$ cat config.mk
export PLATFORM = sky130hd
export DESIGN_NAME = bsr_top
export DESIGN_NICKNAME = d
export VERILOG_FILES = /design/src/rtl/bsr_pkg.sv /design/src/rtl/bsr_edge_detect.sv /design/src/rtl/bsr_ctrl.sv /design/src/rtl/bsr_core.sv /design/src/rtl/bsr_top.sv
export SDC_FILE = /design/constraint.sdc
export NUM_CORES = 1
export LEC_CHECK = 0
export CAP_MARGIN = 0
export CORE_UTILIZATION = 38
export DETAILED_ROUTE_END_ITERATION = 10
export PLACE_DENSITY = 0.91
export SYNTH_ARGS = -nofsm -noshare
export SYNTH_HDL_FRONTEND = slang
export SYNTH_SLANG_ARGS = --single-unit
$ cat constraint.sdc
create_clock -name clk -period 3.2 [get_ports clk]
set_clock_uncertainty 0.2 [all_clocks]
set_input_delay 0.48 -clock clk [delete_from_list [all_inputs] [get_ports clk]]
set_output_delay 0.48 -clock clk [all_outputs]
set_load 0.02 [all_outputs]
$ cat src/rtl/bsr_pkg.sv
package bsr_pkg;

    parameter int unsigned BSR_STAGES = 8;

    typedef enum logic [1:0] {
        MODE_SHIFT      = 2'd0,
        MODE_LOAD_SYNC  = 2'd1,
        MODE_LOAD_ASYNC = 2'd2
    } bsr_mode_e;

    typedef enum logic [1:0] {
        SRC_A    = 2'd0,
        SRC_B    = 2'd1,
        SRC_SELF = 2'd2
    } bsr_src_e;

endpackage

$ cat src/rtl/bsr_edge_detect.sv
module bsr_edge_detect (
    input  logic clk,
    input  logic rst_n,
    input  logic sig,
    output logic rise
);

    typedef struct packed {
        logic prev;
    } edge_state_t;

    edge_state_t st_d, st_q;

    always_comb begin
        st_d      = st_q;
        st_d.prev = sig;
    end

    always_ff @(posedge clk) begin
        if (!rst_n) begin
            st_q.prev <= sig;
        end else begin
            st_q <= st_d;
        end
    end

    assign rise = rst_n & sig & ~st_q.prev;

endmodule

$ cat src/rtl/bsr_ctrl.sv
module bsr_ctrl
    import bsr_pkg::*;
(
    input  logic      par_sel,
    input  logic      async_sel,
    input  logic      a_to_b,
    input  logic      a_en,
    output bsr_mode_e mode,
    output bsr_src_e  src,
    output logic      a_oe,
    output logic      b_oe
);

    always_comb begin
        if (!par_sel) begin
            mode = MODE_SHIFT;
        end else if (async_sel) begin
            mode = MODE_LOAD_ASYNC;
        end else begin
            mode = MODE_LOAD_SYNC;
        end

        if (!a_to_b) begin
            src = SRC_B;
        end else if (a_en) begin
            src = SRC_A;
        end else begin
            src = SRC_SELF;
        end

        b_oe = a_to_b;
        a_oe = ~a_to_b & a_en;
    end

endmodule

$ cat src/rtl/bsr_core.sv
module bsr_core
    import bsr_pkg::*;
#(
    parameter int unsigned STAGES = BSR_STAGES
) (
    input  logic              clk,
    input  logic              rst_n,
    input  logic              step,
    input  bsr_mode_e         mode,
    input  bsr_src_e          src,
    input  logic              ser_in,
    input  logic [STAGES-1:0] a_in,
    input  logic [STAGES-1:0] b_in,
    output logic [STAGES-1:0] stages,
    output logic              ser_out
);

    localparam int unsigned LAST = STAGES - 1;

    typedef struct packed {
        logic [STAGES-1:0] word;
    } core_state_t;

    core_state_t       st_d, st_q;
    logic [STAGES-1:0] load_word;
    logic [STAGES-1:0] shift_word;

    always_comb begin
        unique case (src)
            SRC_A:   load_word = a_in;
            SRC_B:   load_word = b_in;
            default: load_word = st_q.word;
        endcase
    end

    genvar gi;
    generate
        for (gi = 0; gi < STAGES; gi++) begin : g_shift
            if (gi == 0) begin : g_head
                assign shift_word[gi] = ser_in;
            end else begin : g_body
                assign shift_word[gi] = st_q.word[gi-1];
            end
        end
    endgenerate

    always_comb begin
        st_d = st_q;
        unique case (mode)
            MODE_SHIFT: begin
                if (step) st_d.word = shift_word;
            end
            MODE_LOAD_SYNC: begin
                if (step) st_d.word = load_word;
            end
            MODE_LOAD_ASYNC: begin
                st_d.word = load_word;
            end
            default: st_d = st_q;
        endcase
    end

    always_ff @(posedge clk) begin
        if (!rst_n) begin
            st_q <= '0;
        end else begin
            st_q <= st_d;
        end
    end

    assign stages  = st_q.word;
    assign ser_out = st_q.word[LAST];

endmodule

$ cat src/rtl/bsr_top.sv
module bsr_top
    import bsr_pkg::*;
#(
    parameter int unsigned STAGES = BSR_STAGES
) (
    input  logic              clk,
    input  logic              rst_n,
    input  logic              reg_clk,
    input  logic              a_en,
    input  logic              async_sel,
    input  logic              a_to_b,
    input  logic              par_sel,
    input  logic              ser_in,
    input  logic [STAGES-1:0] a_in,
    input  logic [STAGES-1:0] b_in,
    output logic [STAGES-1:0] a_out,
    output logic              a_oe,
    output logic [STAGES-1:0] b_out,
    output logic              b_oe,
    output logic              ser_out
);

    logic              rclk_rise;
    bsr_mode_e         mode;
    bsr_src_e          src;
    logic [STAGES-1:0] stages;

    bsr_edge_detect u_edge (
        .clk   (clk),
        .rst_n (rst_n),
        .sig   (reg_clk),
        .rise  (rclk_rise)
    );

    bsr_ctrl u_ctrl (
        .par_sel   (par_sel),
        .async_sel (async_sel),
        .a_to_b    (a_to_b),
        .a_en      (a_en),
        .mode      (mode),
        .src       (src),
        .a_oe      (a_oe),
        .b_oe      (b_oe)
    );

    bsr_core #(.STAGES(STAGES)) u_core (
        .clk     (clk),
        .rst_n   (rst_n),
        .step    (rclk_rise),
        .mode    (mode),
        .src     (src),
        .ser_in  (ser_in),
        .a_in    (a_in),
        .b_in    (b_in),
        .stages  (stages),
        .ser_out (ser_out)
    );

    assign a_out = stages;
    assign b_out = stages;

endmodule

==> results.py, run 1 <==
metrics = {
    "timing": {
        "relSlewSlack_pct": 61.2,
        "period_share_pct": 76.8,
        "final-hold-violation-count": 0,
        "setup_viol": 0,
        "min_period_ns": 2.46,
        "max_freq_ghz": 0.407,
        "rsz0062_at_grt": "false",
        "fin_tns_setup_ns": 0,
        "worst_slew_pin_slew_ns": 0.580,
        "slew_violations": 0,
        "hold_slack_ns": 0.294,
    },
    "detailed_routing": {
        "vias": 617,
        "ant_nets": 0,
        "wire_per_inst_microns": 11.1,
        "routed_wl_microns": 1470,
        "dr.pass1.iters": 2,
        "drc_errors": 0,
        "via_per_inst": 4.67,
        "drtIter0Drc": 2,
    },
    "die": {
        "die_y_microns": 44.3,
        "start_util_pct": 42.7,
        "die_area_sq_um": 1960,
        "rows": 14,
        "die_w_microns": 44.3,
        "coreArea_sq_um": 1590,
        "ioPinCount": 43,
    },
    "clock_tree": {
        "cts_tree": "yes",
        "cts_htree_levels": 1,
        "clockBufferDepth": 2,
        "cts_buffers": 3,
        "clock_latency_ns": 0.26,
        "post_cts_buffers": 0,
        "clock-sinks": 9,
        "post_cts_resized": 0,
        "clock_tree.root_cell": "clkbuf_4",
        "cts_hold_buf": 0,
        "clk_pin_slew_worst_paths_ns": 0.06,
    },
    "layout": {
        "layout.nets": 135,
        "drive_gt1_share_pct": 10.2,
        "area_delta_synth_final_pct": 55.7,
        "num_antenna_cells": 0,
    },
    "worst_setup_path": {
        "crit_top_cell": "clkdlybuf4s50_1",
        "rr_worst_depth": 3,
        "path_cells": "clkdlybuf4s50_1, clkdlybuf4s50_1",
        "cp_slowest_stage_delay_ns": 0.68,
        "cp_data_required_time_ns": 2.52,
        "worst-path-max-fanout": 5,
        "worstPathArrival_ns": 1.78,
        "setup.worst_path.end_class": "output pin",
        "crit_family": "buffers and inverters",
        "path_class": "in -> out",
        "rr_endpoint": "u_core.stages[3]$_SDFFE_PN0P_",
        "critical_path_buf_inv_count": 2,
        "r2r_slack_ns": 2.17,
        "startpoint_type": "input port",
        "rr_startpoint": "u_edge.st_q$_DFF_P_",
        "slowest_stage": "clkdlybuf4s50_1",
    },
    "global_routing": {
        "grt_pass1_vias": 604,
        "top_usage_layer": "met2",
        "grt-ovfl-total": 0,
        "antenna_found_initial": 0,
        "grt_pass1_wl_microns": 2470,
        "use_met3_pct": 7.35,
        "grt_use_met2_pct": 33.8,
        "grt_use_total_pct": 17.5,
        "grtUsageMet1_pct": 17.1,
        "grt_max_degree": 18,
    },
    "yosys": {
        "ys.warnings.count": 0,
        "netlist_instances": 76,
        "synth_edf_count": 0,
        "ys_ff_latch": 9,
        "ys_seq_area_share_pct": 26.5,
        "synth_area_sq_um": 681,
        "synthTopCellsByArea": "dfxtp_1 (26%), mux2i_1 (24%), buf_4 (13%), nand2_1 (8.8%), o211ai_1 (8.8%)",
        "yosys.area.top_type": "dfxtp_1",
        "synth_area_per_cell_sq_um": 8.96,
        "synth-main-ff-cell": "dfxtp_1",
        "syn_nets": 102,
        "synth_top_cell_area_share_pct": 26.5,
        "synthTopCellsByCount": "mux2i_1 (16), nand2_1 (16), buf_4 (12), dfxtp_1 (9), o211ai_1 (8)",
        "synthArstFlopShare_pct": 0,
        "synth_cell_type_count": 16,
    },
    "power": {
        "p_per_area_nw_per_um2": 350,
        "vdd_drop_max_mv": 0.252,
        "leakage_nw": 0.435,
    },
    "worst_hold_path": {
        "hold_path_class": "reg -> reg",
        "min_path_cells": 2,
        "hold_path.startpoint": "u_core.stages[7]$_SDFFE_PN0P_",
        "hold_path_end": "u_core.stages[7]$_SDFFE_PN0P_",
    },
    "placement": {
        "dp_hpwl_microns": 1170,
        "place.gp.congestion": 0.679,
        "port_buffers": 42,
    },
    "job": {
        "max_cap_violations": 0,
    },
    "status": {
        "status": "completed",
    },
}
==> sequential cells by signal, summed over array words and instances, names as in the netlist <==
register / flops
u_core.stages: 8
u_edge.st_q: 1
==> per-stage QoR <==
step                power, mW  setup slack, ns  cell area, sq um  std cells  utilization, %
floorplan               0.226             1.42               681         76               -
global placement        0.282            0.783              1030        128            64.8
detailed placement      0.285            0.744              1030        128            64.8
CTS                     0.375            0.736              1060        132            66.5
global route            0.390            0.697              1060        132            66.5
finish                  0.371            0.742              1060        132            66.5
==> cell usage in the layout (no fill, tap or decap) <==
master            n
mux2i_1          16
o22ai_4           1
buf_4             1
clkdlybuf4s50_1  42
nand2_2           1
ha_1              2
nand2b_2          1
nand2_1          16
nor2_1            1
dfxtp_1           9
and2_2            1
clkbuf_1          1
inv_1             2
inv_2             1
o211ai_1          8
a31oi_4           1
clkbuf_4          3
nand2_4           1
==> worst max-delay path by stage <==
stage               from                            end  depth (start not counted)  slack, ns
2_1_floorplan  async_sel  u_core.stages[1]$_SDFFE_PN0P_                          6       1.42
3_3_place_gp      a_to_b                           a_oe                          3       0.78
3_5_place_dp      a_to_b                           b_oe                          2       0.74
4_1_cts           a_to_b                           b_oe                          2       0.74
5_1_grt           a_to_b                           a_oe                          3       0.70
6_report          a_to_b                           b_oe                          2       0.74
==> power breakdown <==
group / switching, mW / leakage (nW) / internal [mW]
Clock: 0.0413 / 0.0150 / 0.0482
Combinational: 0.0681 / 0.346 / 0.0825
Sequential: 0.00924 / 0.0739 / 0.122
Total: 0.119 / 0.435 / 0.252
==> logic make-up after synthesis <==
kind of cell,count (synthesis),share of synthesized area [%]
multiplexers,16,23.5
flip-flops,9,26.5
adder cells (fa/ha/maj),2,3.68
AND/OR/NAND/NOR,21,14.3
AO/OA/AOI/OAI,10,14.9
buffers and inverters,18,17.1
==> area by class of cell <==
class	count	area, sq um
timing repair buffer	43	428
tap	24	30.0
fill	130	534
multi-input combinational	49	384
sequential	9	180
inverter	3	11.3
clock buffer	4	26.3
==> worst register-to-register path: stages (launching register included) <==
cell and delay, ns:
dfxtp_1 0.35, o22ai_4 0.08, nand2_4 0.14, mux2i_1 0.20
==> per-layer routing <==
metal / part of all wire, % / wire length [microns]
met1: 39 / 574
met5: 0 / 0
met4: 0 / 0
met2: 53 / 782
met3: 7.7 / 113
No activity file was read; power rests on OpenSTA's default activity.
==> run 2: changes to the inputs <==
--- a/config.mk
+++ b/config.mk
@@ -6,9 +6,9 @@
 export NUM_CORES = 1
 export LEC_CHECK = 0
 export CAP_MARGIN = 0
-export CORE_UTILIZATION = 38
+export CORE_UTILIZATION = 36
 export DETAILED_ROUTE_END_ITERATION = 10
-export PLACE_DENSITY = 0.91
+export PLACE_DENSITY = 0.87
 export SYNTH_ARGS = -nofsm -noshare
 export SYNTH_HDL_FRONTEND = slang
 export SYNTH_SLANG_ARGS = --single-unit
==> constraint.sdc (replaced) <==
create_clock -name clk -period 2.4 [get_ports clk]
set_clock_uncertainty 0.2 [all_clocks]
set_input_delay 0.36 -clock clk [delete_from_list [all_inputs] [get_ports clk]]
set_output_delay 0.36 -clock clk [all_outputs]
set_load 0.02 [all_outputs]
==> results.py, run 2 (same netlist as run 1, synthesis figures left out) <==
metrics = {
    "status": {
        "status": "completed",
    },
    "clock_tree": {
        "clock-sinks": 9,
        "cts_hold_buf": 0,
        "cts_buffers": 3,
        "clk_pin_slew_worst_paths_ns": 0.06,
        "post_cts_buffers": 0,
        "clockBufferDepth": 2,
        "cts_htree_levels": 1,
        "clock_latency_ns": 0.26,
        "cts_tree": "yes",
        "clock_tree.root_cell": "clkbuf_4",
        "post_cts_resized": 0,
    },
    "die": {
        "die_area_sq_um": 2070,
        "die_w_microns": 45.5,
        "coreArea_sq_um": 1750,
        "start_util_pct": 39.0,
        "rows": 15,
        "ioPinCount": 43,
        "die_y_microns": 45.5,
    },
    "layout": {
        "final_cell_mix": "clkdlybuf4s50_1 (42), mux2i_1 (16), nand2_1 (16), dfxtp_1 (9), o211ai_1 (8)",
        "drive_gt1_share_pct": 11.8,
        "largest_reg_flops": 8,
        "num_antenna_cells": 0,
        "area_delta_synth_final_pct": 58.1,
        "fin_util_pct": 61.6,
        "layout.nets": 137,
        "layout_commonest_cell": "clkdlybuf4s50_1",
    },
    "timing": {
        "fin_ws_ns": 0.251,
        "final-hold-violation-count": 0,
        "worst_slew_pin_slew_ns": 0.444,
        "period_share_pct": 89.5,
        "rsz0062_at_grt": "false",
        "setup_viol": 0,
        "max_freq_ghz": 0.465,
        "slew_violations": 0,
        "fin_tns_setup_ns": 0,
        "relSlewSlack_pct": 70.4,
        "min_period_ns": 2.15,
    },
    "placement": {
        "dp_hpwl_microns": 1220,
        "port_buffers": 42,
        "pre_cts_slack_ns": 0.0850,
        "place.gp.congestion": 0.705,
    },
    "detailed_routing": {
        "wire_per_inst_microns": 11.0,
        "met2WireLength_microns": 755,
        "routed_wl_microns": 1490,
        "wl_met3_microns": 95,
        "highest_layer": "met3",
        "ant_nets": 0,
        "wl_met1_microns": 635,
        "dr.pass1.iters": 4,
        "via_per_inst": 4.61,
        "vias": 623,
        "drc_errors": 0,
        "drtIter0Drc": 5,
    },
    "worst_setup_path": {
        "path_class": "in -> out",
        "crit_top_cell": "clkdlybuf4s50_1",
        "startpoint_type": "input port",
        "slowest_stage": "clkdlybuf4s50_1",
        "worst-path-max-fanout": 4,
        "setup.worst_path.end_class": "output pin",
        "crit_family": "buffers and inverters",
        "path_cells": "clkdlybuf4s50_1, nor2_1, clkdlybuf4s50_1",
        "cp_slowest_stage_delay_ns": 0.61,
        "critical_path_buf_inv_count": 2,
        "worstPathArrival_ns": 1.59,
        "cp_data_required_time_ns": 1.84,
    },
    "power": {
        "vdd_drop_max_mv": 0.346,
        "internal_power_uw": 339,
        "leakage_nw": 0.444,
        "p_per_area_nw_per_um2": 462,
        "clkPwrFrac_pct": 24.0,
        "seq_power_share_pct": 35.1,
        "combinationalPowerShare_pct": 40.9,
        "p_switching_uw": 159,
        "swShare_pct": 31.9,
    },
    "job": {
        "max_cap_violations": 0,
    },
    "global_routing": {
        "grt-ovfl-total": 0,
        "grt_pass1_wl_microns": 2240,
        "grt_use_total_pct": 15.2,
        "grt_pass1_vias": 564,
        "grt_max_degree": 17,
        "antenna_found_initial": 0,
    },
    "worst_hold_path": {
        "hold_path_class": "reg -> reg",
    },
}
## run 2: cell types whose count changed in the layout (fill, tap and decap cells not counted), sizes merged
cell  delta
buf      +2
## run 2: cell type report
type	count	area [sq um]
multi-input cells	49	384
flip-flops and latches	9	180
well taps	25	31.3
repair buffers	45	443
inverters	3	11.3
fillers	165	669
clock buffers	4	26.3
## run 2: per-stage QoR
stage | hold WS [ns] | std cells | total power, mW | area, sq um
floorplan | 0.188 | 76 | 0.301 | 681
global placement | 0.278 | 131 | 0.378 | 1050
detailed placement | 0.290 | 131 | 0.382 | 1050
CTS | 0.302 | 135 | 0.500 | 1080
global route | 0.314 | 135 | 0.518 | 1080
finish | 0.295 | 135 | 0.497 | 1080
## run 2: power groups by stage
stage | clock, mW | sequential [mW] | combinational, mW
after floorplan | 0 | 0.191 | 0.110
after global placement | 0 | 0.178 | 0.201
after detailed placement | 0 | 0.178 | 0.204
after CTS | 0.120 | 0.175 | 0.205
after global routing | 0.123 | 0.177 | 0.218
final | 0.119 | 0.175 | 0.203
## run 2: worst paths after layout
kind / from / end / slack, ns / depth (start not counted)
worst min register to register: u_core.stages[3]$_SDFFE_PN0P_ / u_core.stages[3]$_SDFFE_PN0P_ / 0.29 / 2
worst min-delay path: u_core.stages[3]$_SDFFE_PN0P_ / u_core.stages[3]$_SDFFE_PN0P_ / 0.29 / 2
worst max-delay path: a_to_b / a_oe / 0.25 / 3
worst max register to register: u_edge.st_q$_DFF_P_ / u_core.stages[7]$_SDFFE_PN0P_ / 1.34 / 3
## run 2: worst min-delay path: cells and delay by family (launching register included)
| kind | cells | cell delay, ns |
|---|---|---|
| AND/OR/NAND/NOR | 1 | 0.06 |
| flip-flops | 1 | 0.33 |
| multiplexers | 1 | 0.06 |
## run 2: layer usage
layer / vias up / track usage [%]
met5: - / 0
met4: 0 / 5.45
met3: 0 / 3.97
met2: 26 / 26.9
met1: 279 / 17.3
li1: 318 / -
==> run 3: changes to the inputs <==
--- a/config.mk
+++ b/config.mk
@@ -6,9 +6,9 @@
 export NUM_CORES = 1
 export LEC_CHECK = 0
 export CAP_MARGIN = 0
-export CORE_UTILIZATION = 36
+export CORE_UTILIZATION = 38
 export DETAILED_ROUTE_END_ITERATION = 10
-export PLACE_DENSITY = 0.87
+export PLACE_DENSITY = 0.91
 export SYNTH_ARGS = -nofsm -noshare
 export SYNTH_HDL_FRONTEND = slang
 export SYNTH_SLANG_ARGS = --single-unit
==> constraint.sdc (replaced) <==
create_clock -name clk -period 2.8 [get_ports clk]
set_clock_uncertainty 0.2 [all_clocks]
set_input_delay 0.42 -clock clk [delete_from_list [all_inputs] [get_ports clk]]
set_output_delay 0.42 -clock clk [all_outputs]
set_load 0.02 [all_outputs]
==> results.py, run 3 (same netlist as run 1, synthesis figures left out) <==
metrics = {
    "power": {
        "p_per_area_nw_per_um2": 394,
        "seq_power_share_pct": 35.6,
        "leakage_nw": 0.440,
        "total_power_uw": 420,
        "internal_power_uw": 289,
        "combinationalPowerShare_pct": 41.1,
        "swShare_pct": 31.1,
        "p_switching_uw": 131,
        "vdd_drop_max_mv": 0.255,
        "clkPwrFrac_pct": 23.3,
    },
    "worst_setup_path": {
        "worst-path-max-fanout": 5,
        "crit_path_start": "a_to_b",
        "cp_data_required_time_ns": 2.18,
        "path_class": "in -> out",
        "rr_worst_depth": 3,
        "rr_startpoint": "u_edge.st_q$_DFF_P_",
        "setup.worst_path.end_class": "output pin",
        "startpoint_type": "input port",
        "worstPathArrival_ns": 1.73,
    },
    "timing": {
        "period_share_pct": 83.8,
        "fin_ws_ns": 0.454,
        "slew_violations": 0,
        "max_freq_ghz": 0.426,
        "relSlewSlack_pct": 70.8,
        "setup_viol": 0,
        "final-hold-violation-count": 0,
        "min_period_ns": 2.35,
        "fin_tns_setup_ns": 0,
        "worst_slew_pin_slew_ns": 0.438,
        "rsz0062_at_grt": "false",
    },
    "layout": {
        "drive_gt1_share_pct": 11.0,
        "final_cell_mix": "clkdlybuf4s50_1 (42), mux2i_1 (16), nand2_1 (16), dfxtp_1 (9), o211ai_1 (8)",
        "layout.nets": 136,
        "fin_area_sq_um": 1070,
        "area_delta_synth_final_pct": 56.8,
        "layout_commonest_cell": "clkdlybuf4s50_1",
        "fin_util_pct": 67.0,
        "nFillCells": 132,
        "largest_reg_flops": 8,
        "num_antenna_cells": 0,
    },
    "placement": {
        "place.gp.congestion": 0.685,
        "place_area_sq_um": 1040,
        "pre_cts_slack_ns": 0.404,
        "port_buffers": 42,
        "dp_hpwl_microns": 1170,
    },
    "clock_tree": {
        "clk_pin_slew_worst_paths_ns": 0.06,
        "clockBufferDepth": 2,
        "post_cts_buffers": 0,
        "cts_htree_levels": 1,
        "clock-sinks": 9,
        "cts_buffers": 3,
        "post_cts_resized": 0,
        "clock_latency_ns": 0.25,
        "cts_hold_buf": 0,
        "clock_tree.root_cell": "clkbuf_4",
        "cts_tree": "yes",
    },
    "detailed_routing": {
        "ant_nets": 0,
        "dr.pass1.iters": 2,
        "drc_errors": 0,
        "routed_wl_microns": 1430,
        "drtIter0Drc": 1,
        "wire_per_inst_microns": 10.7,
        "vias": 622,
        "via_per_inst": 4.68,
    },
    "worst_hold_path": {
        "min_path_cells": 2,
        "hold_path_class": "reg -> reg",
        "hold_path.startpoint": "u_core.stages[7]$_SDFFE_PN0P_",
    },
    "global_routing": {
        "grt-ovfl-total": 0,
        "grt_max_degree": 18,
        "grt_pass1_vias": 573,
        "grt_use_total_pct": 16.3,
        "antenna_found_initial": 0,
        "grt_pass1_wl_microns": 2360,
    },
    "die": {
        "start_util_pct": 42.7,
        "die_area_sq_um": 1960,
        "ioPinCount": 43,
        "die_w_microns": 44.3,
        "coreArea_sq_um": 1590,
        "rows": 14,
        "die_y_microns": 44.3,
    },
    "status": {
        "status": "completed",
    },
    "job": {
        "max_cap_violations": 0,
    },
}
[run 3: cell types whose count changed in the layout (fill, tap and decap cells not counted)]
cell / previous run / this run
buf_4: 3 / 2
[run 3: layout make-up]
class	instances	area [sq um]	area share, %
timing repair buffer	44	435	40.8
inverter	3	11.3	1.06
multi-input combinational	49	384	36.0
clock buffer	4	26.3	2.46
sequential	9	180	16.9
tap	24	30.0	2.81
[run 3: metal layers]
metal  wire, microns  vias up  track usage [%]
met3             114        2             4.49
met2             744       25             30.9
li1                -      315                -
met1             562      280             17.0
met4               4        0             5.45
met5               0        -                0
[run 3: power groups by stage]
stage / logic (mW) / clock network (mW) / registers (mW)
CTS: 0.175 / 0.102 / 0.150
global placement: 0.171 / 0 / 0.152
global route: 0.184 / 0.113 / 0.151
floorplan: 0.0943 / 0 / 0.164
detailed placement: 0.174 / 0 / 0.152
finish: 0.173 / 0.0978 / 0.149
[run 3: worst paths after layout]
check	endpoint	slack (ns)
worst max-delay path	a_oe	0.45
worst min-delay path	u_core.stages[7]$_SDFFE_PN0P_	0.29
worst max register to register	u_core.stages[3]$_SDFFE_PN0P_	1.77
worst min register to register	u_core.stages[7]$_SDFFE_PN0P_	0.29
[run 3: per-stage QoR]
step,hold WS (ns),std cells
3_5_place_dp,0.285,129
5_1_grt,0.315,133
6_report,0.286,133
3_3_place_gp,0.275,129
4_1_cts,0.294,133
2_1_floorplan,0.248,76
[run 3: critical path, cell delays in order]
cell	delay (ns)
clkdlybuf4s50_1	0.54
nor2_1	0.15
clkdlybuf4s50_1	0.61
